### config.mk
export PLATFORM = sky130hd
export DESIGN_NAME = msg_window
export DESIGN_NICKNAME = d
export VERILOG_FILES = /design/src/rtl/msg_window_pkg.sv /design/src/rtl/msg_ptr.sv /design/src/rtl/msg_store.sv /design/src/rtl/msg_window.sv
export SDC_FILE = /design/constraint.sdc
export NUM_CORES = 2
export LEC_CHECK = 0
export BUFFER_PORTS_ARGS = -buffer_cell sky130_fd_sc_hd__clkbuf_2
export CAP_MARGIN = 20
export CORE_MARGIN = 2
export CORE_UTILIZATION = 50
export DETAILED_ROUTE_END_ITERATION = 8
export GPL_ROUTABILITY_DRIVEN = 0
export GPL_TIMING_DRIVEN = 0
export PLACE_DENSITY = 0.65
export REMOVE_ABC_BUFFERS = 1
export SLEW_MARGIN = 20
export SYNTH_ARGS = -nofsm -noshare
export SYNTH_HDL_FRONTEND = slang
export SYNTH_HIERARCHICAL = 1
export SYNTH_SLANG_ARGS = --single-unit
### constraint.sdc
create_clock -name clk -period 4.7 [get_ports clk]
set_clock_uncertainty 0.1 [all_clocks]
set_input_delay 0.705 -clock clk [delete_from_list [all_inputs] [get_ports clk]]
set_output_delay 0.705 -clock clk [all_outputs]
set_load 0.02 [all_outputs]
### src/rtl/msg_window_pkg.sv
package msg_window_pkg;

   localparam int REG_AW = 2;

   typedef enum logic [REG_AW-1:0] {
      REG_DATA = 2'd0,
      REG_SEL  = 2'd1,
      REG_CTRL = 2'd2,
      REG_RSVD = 2'd3
   } win_reg_e;

   // control write bits
   localparam int CTL_SEND    = 0;
   localparam int CTL_EOT_CLR = 1;
   localparam int CTL_OVF_CLR = 2;

   // status read bits
   localparam int STS_EOT = 0;
   localparam int STS_OVF = 1;

endpackage

### src/rtl/msg_ptr.sv
module msg_ptr #(
   parameter int DEPTH = 96,
   parameter int PW    = $clog2(DEPTH + 1)
) (
   input  logic          clk,
   input  logic          rst_n,
   input  logic          clr,
   input  logic          adv,
   output logic [PW-1:0] ptr,
   output logic          at_end
);

   localparam logic [PW-1:0] LAST = PW'(DEPTH);

   assign at_end = (ptr == LAST);

   always_ff @(posedge clk) begin
      if (!rst_n) begin
         ptr <= '0;
      end else if (clr) begin
         ptr <= '0;
      end else if (adv && !at_end) begin
         ptr <= ptr + 1'b1;
      end
   end

endmodule

### src/rtl/msg_store.sv
module msg_store #(
   parameter int DEPTH = 96,
   parameter int DW    = 8,
   parameter int PW    = $clog2(DEPTH + 1)
) (
   input  logic          clk,
   // host side of the transmit store
   input  logic          tx_we,
   input  logic [PW-1:0] tx_waddr,
   input  logic [DW-1:0] tx_wdata,
   // controller side of the transmit store
   input  logic [PW-1:0] tx_raddr,
   output logic [DW-1:0] tx_rdata,
   // controller side of the receive store
   input  logic          rx_we,
   input  logic [PW-1:0] rx_waddr,
   input  logic [DW-1:0] rx_wdata,
   // host side of the receive store
   input  logic [PW-1:0] rx_raddr,
   output logic [DW-1:0] rx_rdata
);

   localparam int AW = (DEPTH > 1) ? $clog2(DEPTH) : 1;
   localparam logic [PW-1:0] LIM = PW'(DEPTH);

   logic [DW-1:0] tx_mem [DEPTH];
   logic [DW-1:0] rx_mem [DEPTH];

   always_ff @(posedge clk) begin
      if (tx_we && (tx_waddr < LIM)) begin
         tx_mem[tx_waddr[AW-1:0]] <= tx_wdata;
      end
      if (rx_we && (rx_waddr < LIM)) begin
         rx_mem[rx_waddr[AW-1:0]] <= rx_wdata;
      end
   end

   assign tx_rdata = (tx_raddr < LIM) ? tx_mem[tx_raddr[AW-1:0]] : '0;
   assign rx_rdata = (rx_raddr < LIM) ? rx_mem[rx_raddr[AW-1:0]] : '0;

endmodule

### src/rtl/msg_window.sv
module msg_window
   import msg_window_pkg::*;
#(
   parameter int NUM_CTRL = 2,
   parameter int DEPTH    = 96,
   parameter int DW       = 8,
   localparam int PW      = $clog2(DEPTH + 1),
   localparam int SW      = (NUM_CTRL > 1) ? $clog2(NUM_CTRL) : 1
) (
   input  logic                   clk,
   input  logic                   rst_n,
   input  logic                   host_sel,
   input  logic                   host_we,
   input  logic [REG_AW-1:0]      host_addr,
   input  logic [DW-1:0]          host_wdata,
   output logic [DW-1:0]          host_rdata,
   output logic                   irq,
   output logic [NUM_CTRL-1:0]    tx_send,
   output logic [PW-1:0]          tx_count,
   input  logic [NUM_CTRL*PW-1:0] tx_rd_addr,
   output logic [NUM_CTRL*DW-1:0] tx_rd_data,
   input  logic [NUM_CTRL-1:0]    rx_we,
   input  logic [NUM_CTRL*PW-1:0] rx_waddr,
   input  logic [NUM_CTRL*DW-1:0] rx_wdata,
   input  logic [NUM_CTRL-1:0]    rx_eot
);

   // elaboration-time parameter checks
   if (NUM_CTRL < 1 || NUM_CTRL > 16) begin : g_bad_nctrl
      $error("msg_window: NUM_CTRL must be 1..16");
   end
   if (DEPTH < 2 || DEPTH > 1024) begin : g_bad_depth
      $error("msg_window: DEPTH must be 2..1024");
   end
   if (DW < 4 || DW < SW) begin : g_bad_dw
      $error("msg_window: DW too narrow for status and select");
   end

   // ---------------- host decode ----------------
   logic host_wr, host_rd;
   logic win_wr, win_rd, sel_wr, ctl_wr;
   logic [SW-1:0] sel_q;
   logic [NUM_CTRL-1:0] eot_pend_q;
   logic ovf_q;
   logic eot_cur, eot_here;
   logic wr_end, rd_end;
   logic wr_ok, rd_ok, wr_over, rd_over;
   logic send_req;
   logic [PW-1:0] wr_ptr, rd_ptr;

   assign host_wr = host_sel && host_we;
   assign host_rd = host_sel && !host_we;
   assign win_wr  = host_wr && (host_addr == REG_DATA);
   assign win_rd  = host_rd && (host_addr == REG_DATA);
   assign ctl_wr  = host_wr && (host_addr == REG_CTRL);
   assign sel_wr  = host_wr && (host_addr == REG_SEL) &&
                    ({{(32-DW){1'b0}}, host_wdata} < 32'(NUM_CTRL));

   assign eot_cur  = eot_pend_q[sel_q];
   assign eot_here = rx_eot[sel_q];

   assign wr_ok   = win_wr && !wr_end;
   assign wr_over = win_wr && wr_end;
   assign rd_ok   = win_rd && eot_cur && !rd_end;
   assign rd_over = win_rd && eot_cur && rd_end;
   assign send_req = ctl_wr && host_wdata[CTL_SEND];

   // ---------------- pointers ----------------
   msg_ptr #(.DEPTH(DEPTH), .PW(PW)) u_wr_ptr (
      .clk    (clk),
      .rst_n  (rst_n),
      .clr    (sel_wr || eot_here || send_req),
      .adv    (wr_ok),
      .ptr    (wr_ptr),
      .at_end (wr_end)
   );

   msg_ptr #(.DEPTH(DEPTH), .PW(PW)) u_rd_ptr (
      .clk    (clk),
      .rst_n  (rst_n),
      .clr    (sel_wr || eot_here),
      .adv    (rd_ok),
      .ptr    (rd_ptr),
      .at_end (rd_end)
   );

   // ---------------- per-controller stores ----------------
   logic [DW-1:0] rx_rd_bus [NUM_CTRL];

   for (genvar gi = 0; gi < NUM_CTRL; gi++) begin : g_ctrl
      logic hit;
      assign hit = (sel_q == SW'(gi));

      msg_store #(.DEPTH(DEPTH), .DW(DW), .PW(PW)) u_store (
         .clk      (clk),
         .tx_we    (wr_ok && hit),
         .tx_waddr (wr_ptr),
         .tx_wdata (host_wdata),
         .tx_raddr (tx_rd_addr[gi*PW +: PW]),
         .tx_rdata (tx_rd_data[gi*DW +: DW]),
         .rx_we    (rx_we[gi]),
         .rx_waddr (rx_waddr[gi*PW +: PW]),
         .rx_wdata (rx_wdata[gi*DW +: DW]),
         .rx_raddr (rd_ptr),
         .rx_rdata (rx_rd_bus[gi])
      );

      // pending end-of-transfer mark; a new event beats a clear
      always_ff @(posedge clk) begin
         if (!rst_n) begin
            eot_pend_q[gi] <= 1'b0;
         end else if (rx_eot[gi]) begin
            eot_pend_q[gi] <= 1'b1;
         end else if (ctl_wr && host_wdata[CTL_EOT_CLR] && hit) begin
            eot_pend_q[gi] <= 1'b0;
         end
      end
   end

   assign irq = |eot_pend_q;

   // ---------------- select, overflow, send ----------------
   always_ff @(posedge clk) begin
      if (!rst_n) begin
         sel_q <= '0;
      end else if (sel_wr) begin
         sel_q <= host_wdata[SW-1:0];
      end
   end

   always_ff @(posedge clk) begin
      if (!rst_n) begin
         ovf_q <= 1'b0;
      end else if (wr_over || rd_over) begin
         ovf_q <= 1'b1;
      end else if (ctl_wr && host_wdata[CTL_OVF_CLR]) begin
         ovf_q <= 1'b0;
      end
   end

   always_ff @(posedge clk) begin
      if (!rst_n) begin
         tx_send  <= '0;
         tx_count <= '0;
      end else begin
         tx_send <= '0;
         if (send_req) begin
            tx_send[sel_q] <= 1'b1;
            tx_count       <= wr_ptr;
         end
      end
   end

   // ---------------- read data ----------------
   logic [DW-1:0] rd_next;

   always_comb begin
      rd_next = '0;
      case (host_addr)
         REG_DATA: rd_next = rd_ok ? rx_rd_bus[sel_q] : '0;
         REG_SEL:  rd_next = DW'(sel_q);
         REG_CTRL: begin
            rd_next[STS_EOT] = eot_cur;
            rd_next[STS_OVF] = ovf_q;
         end
         default:  rd_next = '0;
      endcase
   end

   always_ff @(posedge clk) begin
      if (!rst_n) begin
         host_rdata <= '0;
      end else if (host_rd) begin
         host_rdata <= rd_next;
      end
   end

endmodule

== Word level (Yosys, flattened, before mapping) ==
Memories as Yosys holds them, arrays and structs flattened. A register that Yosys moved wholly into a read port is not among the register bits.
Cells that the tools add are included.

* Memories kept: 4
* Bits in writable memories: 3072
* Latch bits: 0
* Word-level logic and storage cells: 106
* ROM bits: 0
* Input bits: 62
* Output and inout port bits: 34
* Register bits: 35

{| class="wikitable"
|+ Memories
! memory !! depth !! bits a word !! rd ports !! clocked after memory_dff !! write ports !! RTL line !! source
|-
| g_ctrl[0].u_store.rx_mem || 96 || 8 || 1 || 1 || 1 || msg_store.sv:27 || <nowiki>logic [DW-1:0] rx_mem [DEPTH];</nowiki>
|-
| g_ctrl[0].u_store.tx_mem || 96 || 8 || 1 || 0 || 1 || msg_store.sv:26 || <nowiki>logic [DW-1:0] tx_mem [DEPTH];</nowiki>
|-
| g_ctrl[1].u_store.rx_mem || 96 || 8 || 1 || 1 || 1 || msg_store.sv:27 ||
|-
| g_ctrl[1].u_store.tx_mem || 96 || 8 || 1 || 0 || 1 || msg_store.sv:26 ||
|}

* Shift-type cells: 0
* Equality and inequality tests: 4
* Bitwise gates (word level): 3
* Magnitude comparators: 10
* Muxes and demuxes: 34
* Div/mod/pow operators: 0
* Add/sub/neg operators: 2
* Multipliers: 0
* Reduce and logical (&&, ||, !) cells: 40

{| class="wikitable"
|+ Operators by type and width
! operator !! count
|-
| 8-bit two-way mux || 8
|-
| 7-bit < comparator, second input constant || 6
|-
| 7-bit two-way mux || 4
|-
| 1-bit logical AND || 26
|-
| 1-bit two-way mux || 19
|-
| 7-bit by 1-bit adder with 7-bit output, second input constant || 2
|-
| 7-bit equality test, second input constant || 2
|-
| 8-bit by 2-bit < comparator with 1-bit output, second input constant || 1
|-
| 6-bit two-way mux || 1
|-
| 2-bit one-hot mux with 3 select lines || 1
|-
| 2-bit nonzero test || 3
|-
| 2-bit OR reduction || 3
|-
| 1-bit logical NOT || 3
|-
| 1-bit logical OR || 3
|-
| 2-bit by 1-bit equality test with 1-bit output, second input constant || 1
|-
| 2-bit equality test, second input constant || 1
|-
| 2-bit >= comparator, second input constant || 1
|-
| 2-bit logical NOT || 1
|-
| 1-bit by 2-bit < comparator with 1-bit output, second input constant || 1
|-
| 1-bit NOT || 2
|-
| 1-bit NOT with 2-bit output || 1
|-
| 2-bit AND reduction || 1
|-
| 1-bit demux with 1-bit select || 1
|-
| 1-bit >= comparator, second input constant || 1
|}

== Logic depth before layout (Yosys ltp) ==
* Word-level depth: 8
* Gate-level depth with buffers: 12

== Modules after synthesis ==
Netlist, hierarchy kept.

{| class="wikitable"
|+ By module, submodules not included
! module !! area an instance (um^2) !! times used !! cells each
|-
| msg_store || 59721.0 || 2 || 2777
|-
| msg_window || 1149.9 || 1 || 127
|-
| msg_ptr || 366.6 || 2 || 42
|}

== Worst setup path after synthesis ==
Ideal clock, no wire load.

* Path kind: register -> register
* From: register u_wr_ptr.ptr[2]
* To: memory g_ctrl[0].u_store.tx_mem[59][0], enable pin
* Arrival time: 3.036 ns
* Path slack: 1.193 ns
* Stages on the path, launching flop included: 8
* Buffers on the path: 0
* Data required time: 4.229 ns
* Clock period less this slack: 3.507 ns
* Cell sequence: dfxtp_1 > nor4b_2 > and3_2 > nor4_1 > and2_1 > a21boi_1 > nand4b_1 > nor2_1

* Word-level cells in the longest chain between the ends: 7

{| class="wikitable"
|+ Ends and longest elaborated chain
! item !! RTL line !! source
|-
| start, declared || msg_ptr.sv:9 || <nowiki>output logic [PW-1:0] ptr,</nowiki>
|-
| start signal, assigned || msg_ptr.sv:23 || <nowiki>ptr <= ptr + 1'b1;</nowiki>
|-
| 7-bit equality test || msg_ptr.sv:15 || <nowiki>assign at_end = (ptr == LAST);</nowiki>
|-
| via wr_end || msg_window.sv:46 || <nowiki>logic wr_end, rd_end;</nowiki>
|-
| 1-bit logical NOT || msg_window.sv:62 || <nowiki>assign wr_ok = win_wr && !wr_end;</nowiki>
|-
| 1-bit logical AND || msg_window.sv:62 ||
|-
| via wr_ok || msg_window.sv:47 || <nowiki>logic wr_ok, rd_ok, wr_over, rd_over;</nowiki>
|-
| 1-bit logical AND || msg_window.sv:96 || <nowiki>.tx_we (wr_ok && hit),</nowiki>
|-
| 1-bit logical AND || msg_store.sv:30 || <nowiki>if (tx_we && (tx_waddr < LIM)) begin</nowiki>
|-
| 1-bit two-way mux || msg_store.sv:30 ||
|-
| 1-bit two-way mux (not written as such) || msg_store.sv:31 || <nowiki>tx_mem[tx_waddr[AW-1:0]] <= tx_wdata;</nowiki>
|-
| end, declared || msg_store.sv:26 ||
|}

The timed path passes the listed nets, and every way through them passes these cells.

== Worst setup path after layout ==
* From: register u_wr_ptr.ptr[0]
* To: memory g_ctrl[0].u_store.tx_mem[42][0], enable pin

The elaborated chain is that of the path after synthesis.

==> reports/metrics.cfg <==
[route]
ant_nets=0
dr.pass1.iters=6
drtIter0Drc=6729
num_vias=59351
wl_per_cell_um=30.0
drc_errors=0
wirelength_um=281000
vias_per_cell=6.34

[synthesis]
synthFlopType=edfxtp_1
synth-async-reset-ratio=0
synthCells=5765
yosys.area.top_type=edfxtp_1
ys_ff_latch=3107
syn_area_sq_mm=0.121
yosysWarnings=6
synth.area.top_cells=edfxtp_1 (76%), mux4_2 (14%), nor2_1 (1.4%)
syn_avg_cell_area_sq_um=21.0
synth_edf_count=3072
ys_seq_area_frac=0.766
synth_top_area_share=0.760
synth.distinct_cells=60

[global_route]
grtUsageTotal=0.227
grt_remaining_overflow=0
grt_pass1_vias=58855
grt_max_degree=122
antenna_found_initial=9
grt_pass1_wl_um=409000

[critical_path]
path_class=flip-flop to flip-flop
crit_required_ps=5140
startpoint_type=flip-flop
critPathCaptureType=flip-flop
r2r_cells=8
crit_path_max_fanout=26
cp.arrival_ps=5050

[run]
max_cap_viol_count=0

[run_status]
status=completed

[hold_path]
hold_path_depth=1
hold_path.class=input pin to flip-flop

[power]
p_per_area_mw_per_mm2=413
vdd_drop_max_uv=412
p_leak_nw=41.3

[sta]
slew_headroom=0.221
finalSetupViolations=0
maxSlewViolCount=0
min_period_ps=4620
hold_viol=0
fin_tns_setup_ps=0
rsz0062_at_grt=true
fmax_ghz=0.217
fin_ws_ps=82.6
fin_crit_sh=0.982
tightestPinTransition_ps=1160

[clock_network]
clk_pin_slew_ps=60
clkLatencyLatePin_ps=920
htree_levels=5
cts_sinks=3107
tritoncts=done
cts_made_buffers=319
cts.path.max_buffers=4
cts_root_buffer=clkbuf_16

[placed_design]
io_buffers=95
placedCellCount=8797
dp_hpwl_um=170000
post-place-ws_ps=-1290

[layout]
finalNonFillerCells=9357
fill_cells=17570
final_net_count=6010
layout-drive-gt1-share=0.255
syn2layout_area_growth_pct=12.4

[die]
dieArea_sq_mm=0.247
die_w_um=497
die_h_um=497
rows=180
coreArea_sq_mm=0.241
initial_utilization=0.503
num_io_pins=96

-- path summary, 6_finish.rpt --
kind,from,to,slack [ps]
worst max-delay path,u_wr_ptr/ptr[0],g_ctrl[0].u_store/tx_mem[42][0],80
worst min register to register,ovf_q,host_rdata[1],460
worst max register to register,u_wr_ptr/ptr[0],g_ctrl[0].u_store/tx_mem[42][0],80
worst min-delay path,host_wdata[5],g_ctrl[1].u_store/tx_mem[81][5],120
-- power by group --
part | internal (mW) | switching, mW
Clock | 14.1 | 9.99
Combinational | 0.569 | 1.19
Sequential | 30.5 | 0.0141
-- final cells by class --
| class | instances | area (sq um) | area share |
|---|---|---|---|
| clock buffer | 394 | 8360 | 0.0613 |
| clock inverter | 151 | 1430 | 0.0105 |
| inverter | 15 | 56.3 | 0.000413 |
| timing repair buffer | 176 | 2550 | 0.0187 |
| sequential | 3107 | 93000 | 0.682 |
| antenna | 4 | 10.0 | 0.0000734 |
| tap | 3185 | 3990 | 0.0292 |
| multi-input combinational | 2325 | 27000 | 0.198 |
-- kinds of logic (layout without fill, tap and decap cells) --
logic type               count (synthesis)  count (layout)  synth area share
AO/OA/AOI/OAI                          455             455            0.0265
XOR/XNOR                                 4               4          0.000289
adder cells (fa/ha/maj)                  4               4          0.000413
buffers and inverters                  333             736            0.0156
flip-flops                            3107            3107             0.766
multiplexers                           931             931             0.156
other                                    0               4                 0
AND/OR/NAND/NOR                        931             931            0.0352
-- state kept, by name, summed over array words and instances (netlist names) --
| register | cells |
|---|---|
| host_rdata | 8 |
| ovf_q | 1 |
| u_wr_ptr/ptr | 7 |
| eot_pend_q | 2 |
| g_ctrl.u_store/tx_mem | 1536 |
| tx_send | 2 |
| u_rd_ptr/ptr | 7 |
| g_ctrl.u_store/rx_mem | 1536 |
| tx_count | 7 |
| g_ctrl.hit | 1 |
-- per-stage QoR --
stage / hold slack [ps] / total power [mW] / utilization / area, sq um
after floorplan: 376 / 31.7 / - / 119000
after global placement: 439 / 32.9 / 0.514 / 124000
after detailed placement: 436 / 32.8 / 0.522 / 126000
after CTS: 60.8 / 56.7 / 0.565 / 136000
after global routing: 85.4 / 57.9 / 0.566 / 136000
final: 118 / 56.3 / 0.566 / 136000
-- repair_timing --
| action | in CTS | in global routing |
|---|---|---|
| hold buffers | 3 | 0 |
| buffers inserted | 6 | 0 |
| setup endpoints to repair | 1117 | 492 |
| resized for setup | 146 | 36 |
| gates cloned | 1 | 1 |
| hold endpoints to repair | 3 | 0 |
-- metal layers --
metal  global-route usage  share of wire
met4               0.0569          0.025
met5                    0        0.00010
met2                0.362           0.49
met3               0.0388          0.077
met1                0.330           0.41
-- synth_stat cells, types with 5 or more instances --
| cell type | number |
|---|---|
| or3_1 | 12 |
| buf_4 | 53 |
| nand2_1 | 165 |
| inv_1 | 15 |
| o21a_1 | 9 |
| mux2_2 | 34 |
| o221ai_1 | 64 |
| mux2i_1 | 136 |
| o21ai_0 | 52 |
| buf_2 | 103 |
| nand4_1 | 22 |
| clkbuf_1 | 103 |
| nor3_1 | 13 |
| a31oi_1 | 15 |
| buf_1 | 21 |
| mux4_2 | 750 |
| buf_6 | 34 |
| or2_2 | 8 |
| and2_1 | 14 |
| nor2b_1 | 57 |
| or3b_2 | 10 |
| o2111ai_1 | 6 |
| mux4_1 | 10 |
| a32oi_1 | 6 |
| nand3_1 | 95 |
| nand2b_1 | 33 |
| a21boi_0 | 12 |
| edfxtp_1 | 3072 |
| and3_1 | 12 |
| o211ai_1 | 11 |
| a221oi_1 | 32 |
| dfxtp_1 | 35 |
| a311oi_1 | 5 |
| o22ai_1 | 38 |
| a22o_1 | 11 |
| a21oi_1 | 66 |
| nand3b_1 | 19 |
| a22oi_1 | 114 |
| nor2_1 | 449 |
-- worst max-delay path, cell delays in order (launching register included) --
cell and delay (ps):
dfxtp_2 770, inv_1 140, ha_1 250, and3_2 220, nor4_2 590, and2_1 430
a21boi_2 550, nand2b_2 570, nor2_2 630
-- cell usage in the layout (no fill, tap or decap), types with 25 or more instances in the layout --
cell type  instances
edfxtp_1        3072
mux4_2           750
clkbuf_16        325
nor2_1           310
nand2_1          163
mux2i_1          135
nor2_2           130
a22oi_1          114
nand3_1           92
clkbuf_1          70
a21oi_1           66
clkinv_1          66
o221ai_1          64
clkbuf_2          63
nor2b_1           56
o21ai_0           48
clkinv_2          45
buf_16            45
o22ai_1           38
mux2_2            34
a221oi_1          29
bufinv_16         28
buf_12            26
dfxtp_1           25
No activity file was read; power rests on OpenSTA's default activity.
